`src/rtl/vec_intc_pkg.sv`:
```
package vec_intc_pkg;

  localparam int unsigned DW    = 32;
  localparam int unsigned NBANK = 2;

  // word offsets inside one bank page
  localparam logic [7:0] W_STAT = 8'h00;
  localparam logic [7:0] W_RAW  = 8'h04;
  localparam logic [7:0] W_EN   = 8'h08;
  localparam logic [7:0] W_DIS  = 8'h0C;
  localparam logic [7:0] W_CUR  = 8'h20;
  localparam logic [7:0] W_ACK  = 8'h28;
  localparam logic [7:0] W_LIM  = 8'h2C;

  // word offsets inside the shared page
  localparam logic [7:0] W_POL  = 8'h00;
  localparam logic [7:0] W_STK  = 8'h04;

  // page selector, address bits [9:8]
  localparam logic [1:0] PG_NORM = 2'd0;
  localparam logic [1:0] PG_FAST = 2'd1;
  localparam logic [1:0] PG_SHR  = 2'd2;
  localparam logic [1:0] PG_PRI  = 2'd3;

endpackage

```
`src/rtl/vec_intc_src_cond.sv`:
```
module vec_intc_src_cond (
  input  logic clk,
  input  logic rst_n,
  input  logic src_i,
  input  logic pass_i,
  input  logic sticky_i,
  input  logic clr_i,
  output logic pend_o
);

  logic lvl;
  logic hold_q;

  assign lvl = pass_i ? src_i : !src_i;

  always_ff @(posedge clk or negedge rst_n) begin
    if (!rst_n) begin
      hold_q <= 1'b0;
    end else if (clr_i || !sticky_i) begin
      hold_q <= 1'b0;
    end else if (lvl) begin
      hold_q <= 1'b1;
    end
  end

  assign pend_o = sticky_i ? hold_q : lvl;

  // an acknowledge drops a held request for one cycle at least
  a_r8_ack_drops_hold: assert property (@(posedge clk) disable iff (!rst_n)
    (clr_i && sticky_i) |=> (!pend_o || !sticky_i));

endmodule

```
`src/rtl/vec_intc_arb.sv`:
```
module vec_intc_arb #(
  parameter int NSRC   = 32,
  parameter int PRIO_W = 4,
  parameter int ID_W   = $clog2(NSRC)
) (
  input  logic [NSRC-1:0]        req_i,
  input  logic [NSRC*PRIO_W-1:0] prio_i,
  output logic                   hit_o,
  output logic [ID_W-1:0]        id_o
);

  // binary reduction tree; NSRC must be a power of two
  localparam int NODES = 2*NSRC - 1;

  logic              nv [NODES];
  logic [PRIO_W-1:0] np [NODES];
  logic [ID_W-1:0]   ni [NODES];

  for (genvar i = 0; i < NSRC; i++) begin : g_leaf
    assign nv[NSRC-1+i] = req_i[i];
    assign np[NSRC-1+i] = prio_i[i*PRIO_W +: PRIO_W];
    assign ni[NSRC-1+i] = ID_W'(i);
  end

  for (genvar k = 0; k < NSRC-1; k++) begin : g_node
    logic take_r;
    // left child holds the lower source numbers, so it wins ties
    assign take_r = nv[2*k+2] && (!nv[2*k+1] || (np[2*k+2] < np[2*k+1]));
    assign nv[k]  = nv[2*k+1] || nv[2*k+2];
    assign np[k]  = take_r ? np[2*k+2] : np[2*k+1];
    assign ni[k]  = take_r ? ni[2*k+2] : ni[2*k+1];
  end

  assign hit_o = nv[0];
  assign id_o  = ni[0];

endmodule

```
`src/rtl/vec_intc.sv`:
```
module vec_intc
  import vec_intc_pkg::*;
#(
  parameter int NSRC   = 32,
  parameter int PRIO_W = 4,
  parameter int ADDR_W = 12
) (
  input  logic              clk,
  input  logic              rst_n,
  input  logic [NSRC-1:0]   src_i,
  input  logic [ADDR_W-1:0] bus_addr_i,
  input  logic              bus_wr_i,
  input  logic              bus_rd_i,
  input  logic [DW-1:0]     bus_wdata_i,
  output logic [DW-1:0]     bus_rdata_o,
  output logic              irq_o,
  output logic              fiq_o
);

  localparam int ID_W = $clog2(NSRC);

  // configuration state
  logic [NSRC-1:0]   en_q  [NBANK];
  logic [PRIO_W-1:0] lim_q [NBANK];
  logic [NSRC-1:0]   pol_q;
  logic [NSRC-1:0]   stk_q;
  logic [PRIO_W-1:0] pri_q [NSRC];
  logic [DW-1:0]     rdata_q;

  // address decode
  logic [1:0]   page;
  logic [7:0]   low;
  logic         in_map;
  logic [ID_W-1:0] pri_idx;
  logic         pri_ok;

  assign page    = bus_addr_i[9:8];
  assign low     = bus_addr_i[7:0];
  assign in_map  = (bus_addr_i[ADDR_W-1:10] == '0);
  assign pri_idx = low[ID_W+1:2];
  assign pri_ok  = ((low[7:2] >> ID_W) == '0) && (low[1:0] == 2'b00);

  // source conditioning and bank qualification
  logic [NSRC-1:0]        pend;
  logic [NSRC-1:0]        clr;
  logic [NSRC*PRIO_W-1:0] pri_flat;
  logic [NSRC-1:0]        mask [NBANK];
  logic [NSRC-1:0]        qual [NBANK];
  logic [NBANK-1:0]       hit;
  logic [ID_W-1:0]        win_id [NBANK];
  logic [ID_W-1:0]        cur    [NBANK];
  logic [NBANK-1:0]       ack_rd;
  logic [NBANK-1:0]       en_wr;

  for (genvar i = 0; i < NSRC; i++) begin : g_src
    vec_intc_src_cond u_cond (
      .clk      (clk),
      .rst_n    (rst_n),
      .src_i    (src_i[i]),
      .pass_i   (pol_q[i]),
      .sticky_i (stk_q[i]),
      .clr_i    (clr[i]),
      .pend_o   (pend[i])
    );
    assign pri_flat[i*PRIO_W +: PRIO_W] = pri_q[i];
  end

  always_comb begin
    // fast bank owns any source in its mask
    mask[0] = en_q[0] & ~en_q[1];
    mask[1] = en_q[1];
    for (int b = 0; b < NBANK; b++) begin
      for (int i = 0; i < NSRC; i++) begin
        qual[b][i] = pend[i] && mask[b][i] && (pri_q[i] <= lim_q[b]);
      end
    end
  end

  for (genvar b = 0; b < NBANK; b++) begin : g_bank
    vec_intc_arb #(
      .NSRC   (NSRC),
      .PRIO_W (PRIO_W),
      .ID_W   (ID_W)
    ) u_arb (
      .req_i  (qual[b]),
      .prio_i (pri_flat),
      .hit_o  (hit[b]),
      .id_o   (win_id[b])
    );
    assign cur[b]    = hit[b] ? win_id[b] : '0;
    assign ack_rd[b] = bus_rd_i && in_map && (page == 2'(b)) && (low == W_ACK);
    assign en_wr[b]  = bus_wr_i && in_map && (page == 2'(b)) && (low == W_EN);

    // a reported winner is a qualifying source of its bank
    a_r6_winner_qualifies: assert property (@(posedge clk) disable iff (!rst_n)
      hit[b] |-> qual[b][win_id[b]]);

    // a reported winner never exceeds the bank limit
    a_r7_winner_under_limit: assert property (@(posedge clk) disable iff (!rst_n)
      hit[b] |-> (pri_q[win_id[b]] <= lim_q[b]));

    // ones written to the enable word are set afterwards
    a_r2_enable_sets: assert property (@(posedge clk) disable iff (!rst_n)
      en_wr[b] |=> ((en_q[b] & $past(bus_wdata_i[NSRC-1:0])) == $past(bus_wdata_i[NSRC-1:0])));
  end

  // acknowledge clears the held request of the bank winner
  always_comb begin
    clr = '0;
    for (int b = 0; b < NBANK; b++) begin
      if (ack_rd[b] && hit[b]) clr[win_id[b]] = 1'b1;
    end
  end

  // register writes
  always_ff @(posedge clk or negedge rst_n) begin
    if (!rst_n) begin
      for (int b = 0; b < NBANK; b++) begin
        en_q[b]  <= '0;
        lim_q[b] <= '1;
      end
      pol_q <= '1;
      stk_q <= '0;
      for (int i = 0; i < NSRC; i++) pri_q[i] <= '0;
    end else if (bus_wr_i && in_map) begin
      case (page)
        PG_NORM, PG_FAST: begin
          case (low)
            W_EN:    en_q[page[0]]  <= en_q[page[0]] | bus_wdata_i[NSRC-1:0];
            W_DIS:   en_q[page[0]]  <= en_q[page[0]] & ~bus_wdata_i[NSRC-1:0];
            W_LIM:   lim_q[page[0]] <= bus_wdata_i[PRIO_W-1:0];
            default: ;
          endcase
        end
        PG_SHR: begin
          case (low)
            W_POL:   pol_q <= bus_wdata_i[NSRC-1:0];
            W_STK:   stk_q <= bus_wdata_i[NSRC-1:0];
            default: ;
          endcase
        end
        default: begin
          if (pri_ok) pri_q[pri_idx] <= bus_wdata_i[PRIO_W-1:0];
        end
      endcase
    end
  end

  // read multiplexer
  logic [DW-1:0] rd_mux;

  always_comb begin
    rd_mux = '0;
    if (in_map) begin
      case (page)
        PG_NORM, PG_FAST: begin
          case (low)
            W_STAT:  rd_mux = DW'(qual[page[0]]);
            W_RAW:   rd_mux = DW'(pend);
            W_EN:    rd_mux = DW'(en_q[page[0]]);
            W_CUR,
            W_ACK:   rd_mux = DW'(cur[page[0]]);
            W_LIM:   rd_mux = DW'(lim_q[page[0]]);
            default: rd_mux = '0;
          endcase
        end
        PG_SHR: begin
          case (low)
            W_POL:   rd_mux = DW'(pol_q);
            W_STK:   rd_mux = DW'(stk_q);
            default: rd_mux = '0;
          endcase
        end
        default: begin
          if (pri_ok) rd_mux = DW'(pri_q[pri_idx]);
        end
      endcase
    end
  end

  always_ff @(posedge clk or negedge rst_n) begin
    if (!rst_n)        rdata_q <= '0;
    else if (bus_rd_i) rdata_q <= rd_mux;
  end

  assign bus_rdata_o = rdata_q;
  assign irq_o       = |qual[0];
  assign fiq_o       = |qual[1];

  // no source is ever pending in both banks
  a_r5_banks_disjoint: assert property (@(posedge clk) disable iff (!rst_n)
    (qual[0] & qual[1]) == '0);

endmodule

```
`config.mk`:
```
export PLATFORM = sky130hd
export DESIGN_NAME = vec_intc
export DESIGN_NICKNAME = d
export VERILOG_FILES = /design/src/rtl/vec_intc_pkg.sv /design/src/rtl/vec_intc_src_cond.sv /design/src/rtl/vec_intc_arb.sv /design/src/rtl/vec_intc.sv
export SDC_FILE = /design/constraint.sdc
export NUM_CORES = 1
export LEC_CHECK = 0
export BUFFER_PORTS_ARGS = -buffer_cell sky130_fd_sc_hd__buf_2
export CAP_MARGIN = 20
export CORE_UTILIZATION = 57
export DETAILED_ROUTE_END_ITERATION = 8
export GPL_TIMING_DRIVEN = 0
export PLACE_DENSITY = 0.74
export SYNTH_ARGS = -nofsm -noshare
export SYNTH_HDL_FRONTEND = slang
export SYNTH_HIERARCHICAL = 1
export SYNTH_SLANG_ARGS = --single-unit
```
`constraint.sdc`:
```
create_clock -name clk -period 26.4 [get_ports clk]
set_input_delay 2.64 -clock clk [delete_from_list [all_inputs] [get_ports clk]]
set_output_delay 2.64 -clock clk [all_outputs]
set_load 0.01 [all_outputs]
```
==> Yosys cells after proc, flatten, opt, wreduce, memory -nomap -nowiden <==
Cells that the tools add are included.
{ "totals": {"output_inout_bits": 34, "inputBits": 80, "wordCells": 1028, "regBits": 328} }
{ "classes": {"n_eq_ne": 8, "bitwise_logic": 9, "order_cmp": 118, "n_reduce_logical": 533, "mux": 289} }
{ "ops": {"columns": ["op", "n"], "rows": [
  ["32-bit 2-to-1 mux", 10],
  ["4-bit 2-to-1 mux", 72],
  ["4-bit <= comparator", 64],
  ["1-bit logical AND", 203],
  ["4-bit less-than comparator", 46],
  ["1-bit 2-to-1 mux", 162],
  ["32-bit case mux with 5 select lines", 1],
  ["1-bit logical OR", 156],
  ["128-bit bitwise mux", 1],
  ["64-bit bitwise mux", 2],
  ["32-bit case mux with 2 select lines", 2],
  ["64-bit case mux with 2 select lines", 1],
  ["1-bit zero test", 126],
  ["2-bit nonzero test", 33],
  ["32-bit AND", 2],
  ["32-bit inverter", 2],
  ["32-bit OR", 2],
  ["32-bit OR reduction", 2],
  ["5-bit 2-to-1 mux", 7],
  ["32-bit demux with 1-bit select", 1],
  ["2-bit 2-to-1 mux", 16],
  ["8-bit by 6-bit == test with 1-bit output (second input constant)", 3],
  ["3-bit 2-to-1 mux", 8],
  ["4-bit binary-select mux with 5-bit select", 1],
  ["other kinds (23)", 34]
]} }

==> Depth between registers and ports, before layout <==
{ "depth": {"depth_word": 34, "depth_mapped": 49, "ltp_nobuf": 47} }

==> Modules after synthesis <==
The synthesis kept the hierarchy.
{ "by_module_without_submodules": {"columns": ["mod", "area_each_um2", "instances", "seq_area_each_um2", "cells_per_inst"], "rows": [
  ["vec_intc", 20807.5, 1, 7457.2, 2110],
  ["vec_intc_arb at g_bank[0].u_arb", 5462.7, 1, 0.0, 775],
  ["vec_intc_arb at g_bank[1].u_arb", 5151.2, 1, 0.0, 733],
  ["vec_intc_src_cond", 57.6, 32, 25.0, 7]
]} }

==> Worst setup path after synthesis <==
Ideal clock, no wire load.
{ "synth_path": {"kind": "input -> register", "from": "input src_i[10]", "to": "register g_src[19].u_cond.hold_q", "required_ns": 26.275, "setup_time_ns": 0.125, "t_arrival_ns": 10.486, "slack_ns": 15.789, "path_stages": 40, "n_path_buf": 3, "path_cell_list": "xor2_1 o21ai_1 nand2_1 a21oi_1 nand2_1 o211ai_1 mux2i_1 inv_1 ha_1 o21ai_0 a21oi_1 o22ai_1 o21a_1 mux2i_1 inv_1 ha_1 a21oi_1 nor2_1 [4 not listed] mux2_2 ha_1 a21o_1 a21oi_1 o21ai_0 o31ai_4 inv_1 o21ai_0 ha_1 a2111oi_0 o211ai_1 a32oi_4 buf_4 clkbuf_1 or3b_2 o22ai_1 nand2b_1 a21oi_1"} }
{ "synth_lines": {"columns": ["element", "line_no", "rtl"], "rows": [
  ["from (decl)", "vec_intc.sv:10", "input logic [NSRC-1:0] src_i,"],
  ["to (signal assigned)", "vec_intc_src_cond.sv:18", "hold_q <= 1'b0;"],
  ["to (signal assigned)", "vec_intc_src_cond.sv:20", "hold_q <= 1'b0;"],
  ["to (signal assigned)", "vec_intc_src_cond.sv:22", "hold_q <= 1'b1;"],
  ["to (decl)", "vec_intc_src_cond.sv:12", "logic hold_q;"]
]} }

==> results by group <==
Routing
  • 1st-iter DRT viols: 3,684
  • First-pass DRT Iterations: 6
  • Antenna-violating nets left: 0
  • Vias: 32,700
  • Vias per inst: 6.81
  • WL per Instance: 26.8 µm
  • Drt drc: 0
  • Post-Route WL: 129,000 µm

Synthesis
  • Post-synthesis cell area: 33,300 µm²
  • Post-Syn Nets: 4,332
  • Post-synth EDFFs: 0
  • Netlist cell types: 120
  • Post-synthesis sequential area ratio: 0.248
  • Number of synthesized register bits: 328
  • Syn_area_per_cell: 8.66 µm²
  • Post-Syn Instances: 3,842
  • Asr flop ratio synth: 1.00
  • Predominant post-synthesis flop cell: dfrtp_1
  • Synthesis Warnings: 6

Finish
  • FILL cells: 5,067
  • P&R area growth vs syn: 9.58%
  • Final Non-Filler Cells: 4,804
  • Fraction of layout cells with a size suffix above 1: 0.156
  • Final Util: 0.632
  • Most frequent cells in the layout: 410 x ha_1, 336 x nand2_1, 317 x a21oi_1
  • Commonest non-fill, non-tap cell in the layout: ha_1
  • Layout Nets: 4,494

Floorplan
  • Vert. Die Dim: 244 µm
  • Row count: 88
  • Die W: 244 µm
  • Initial Utilization: 0.577
  • Die area: 59,300 µm²
  • Core area: 57,700 µm²
  • I/O Pins: 114

Power
  • PD cells: 33.8 nW/µm²
  • Internal: 903 µW
  • Maximum VDD drop: 0.0000568 V
  • Flop pwr share: 0.414
  • Sw Ratio: 0.268
  • Combinational power share: 0.092
  • Clock group share of total power: 0.494
  • Switch Pwr: 330 µW
  • Leak: 0.0171 µW

Worst setup path
  • Max stage delay on crit path: 0.92 ns
  • Setup Crit Path Kind: in2reg
  • CP Data Arrival Time: 14.13 ns
  • Cell mode on critical path: a21oi_1
  • Startpoint class of the critical path: primary input
  • Critical path capture point type: flip-flop
  • Critical path's slowest cell: mux2i_1
  • Required @ worst endpoint: 26.86 ns
  • Worst-path fanout max: 10
  • Setup slack, reg-to-reg: 13.83 ns

Timing
  • Period utilization: 0.518
  • Max-slew violation count: 0
  • Setup violators final: 0
  • Worst-Margin Slew: 1.26 ns
  • Maximum clock rate: 73.1 MHz
  • Worst relative slew slack: 0.161
  • Clock Skews: 0.0284 ns
  • Post-route setup slack: 12.73 ns
  • RSZ-0062 raised after global routing: false
  • Endpoints failing hold: 0
  • Setup TNS: 0 ns
  • Post-layout minimum cycle time: 13.67 ns

Clocking
  • CTS resizes: 0
  • Clock slew at reported path FFs: 0.06 ns
  • CTS Buf Count: 39
  • TritonCTS clock tree: done
  • Skew-Pair Late Insertion Delay: 0.60 ns
  • Number of hold buffers added after CTS: 0
  • CTS sink cnt: 328
  • Setup Fix Bufs, Post-CTS: 0
  • Root Buffer: clkbuf_16
  • Clk buf depth: 3
  • CTS HTree Levels: 2

Status
  • Status: finished, final reports clean

Placement
  • HPWL Detailed: 99,300 µm
  • I/O Buffers: 106
  • Post-placement setup slack: 12.65 ns
  • Placed cells: 4,727
  • Final GP Congestion: 1.04

Min path
  • Min-Delay Path Class: reg2reg

Global route
  • Total congestion overflow: 0
  • First-pass GRT wire length: 190,000 µm
  • Global Route Usage Sum: 0.426
  • Vias in the first global route: 30,400
  • Largest net degree at the start of global routing: 120
  • Initial antenna violation count: 5

Job
  • Max-cap viol count: 0
[state kept, by name (all words and copies together) (netlist names)]
signal               flops
pri_flat               128
stk_q                   32
lim_q                    8
g_src.u_cond/hold_q     32
en_q                    64
bus_rdata_o             32
pol_q                   32
[worst paths after layout]
path                                    startpoint                 endpoint  depth (start not counted)
min reg2reg                g_src[27].u_cond/hold_q  g_src[27].u_cond/hold_q                          2
max reg2reg                               lim_q[3]  g_src[25].u_cond/hold_q                         41
max in group asynchronous                    rst_n   g_src[7].u_cond/hold_q                          3
max                                      src_i[10]  g_src[25].u_cond/hold_q                         40
min in group asynchronous                    rst_n            pri_flat[101]                          1
min                        g_src[27].u_cond/hold_q  g_src[27].u_cond/hold_q                          2
[critical path, delay by kind of cell]
kind,cells,cell delay (ns)
AOI/OAI and AO/OA,21,6.55
muxes,3,1.43
adders and majority gates,4,1.27
and+or+nand+nor,6,1.19
buffers and inverters,5,0.92
xor gates and xnor gates,1,0.15
[power by group through the flow]
stage / logic, µW / registers [µW] / clock network (µW)
finish: 113 / 511 / 609
global route: 120 / 511 / 627
CTS: 109 / 510 / 609
detailed placement: 109 / 519 / 0
global placement: 106 / 520 / 0
floorplan: 55.8 / 518 / 0
[layer usage]
| metal | global-route usage | routed length, µm | vias to the layer above |
|---|---|---|---|
| met4 | 0.201 | 6530 | 2 |
| met5 | 0 | 12 | - |
| met1 | 0.576 | 53100 | 15700 |
| met2 | 0.633 | 54300 | 1833 |
| met3 | 0.109 | 14700 | 371 |
| li1 | - | - | 14800 |
[cells in the mapped netlist (26+ instances only)]
cell        n  area, µm²
nor2b_1    44        275
o21ai_1    43        215
a21oi_1   317       1590
inv_1     258        968
dfrtp_1   288       7210
nand3_1    43        215
a22oi_1    41        308
nand2_1   336       1260
mux2i_1   208       2080
o21ai_0   192        961
nand2b_1  107        669
o211ai_1   46        345
o22ai_1    61        382
nor2_1    274       1030
nand4_1    69        432
o221ai_1   39        342
xor2_1     34        298
a21o_1     38        285
clkbuf_1   52        195
mux2_2    241       2710
nor3_1     26        130
a211oi_1   31        233
ha_1      410       5130
buf_2      45        225
a31oi_1   107        669
dfstp_2    40       1050
[through the flow]
step | hold WS, ns | total power [µW] | cell area (µm²)
after CTS | 0.508 | 1230 | 36400
final | 0.509 | 1230 | 36400
after global placement | 0.491 | 626 | 34800
after global routing | 0.522 | 1260 | 36400
after floorplan | 0.486 | 573 | 33300
after detailed placement | 0.494 | 628 | 35000
[final cells by class]
type,instances,area (µm²),share of cell area
multi-input combinational,3134,23500,0.644
clock inverter,19,323,0.00886
inverter,260,976,0.0268
clock buffer,52,1100,0.0301
buffer,120,544,0.0149
tap,765,957,0.0263
timing repair buffer,121,792,0.0217
antenna,5,12.5,0.000343
sequential,328,8260,0.227
[logic make-up (layout without fill, tap and decap cells)]
family,Yosys count,in the layout,share of synthesized area
AO/OA/AOI/OAI,1126,1126,0.220
AND/OR/NAND/NOR,1092,1092,0.166
multiplexers,467,467,0.155
adder cells (fa/ha/maj),415,415,0.156
buffers and inverters,380,572,0.0457
flip-flops,328,328,0.248
XOR/XNOR,34,34,0.00895
other,0,5,0
Power figures use the tool's default switching activity.
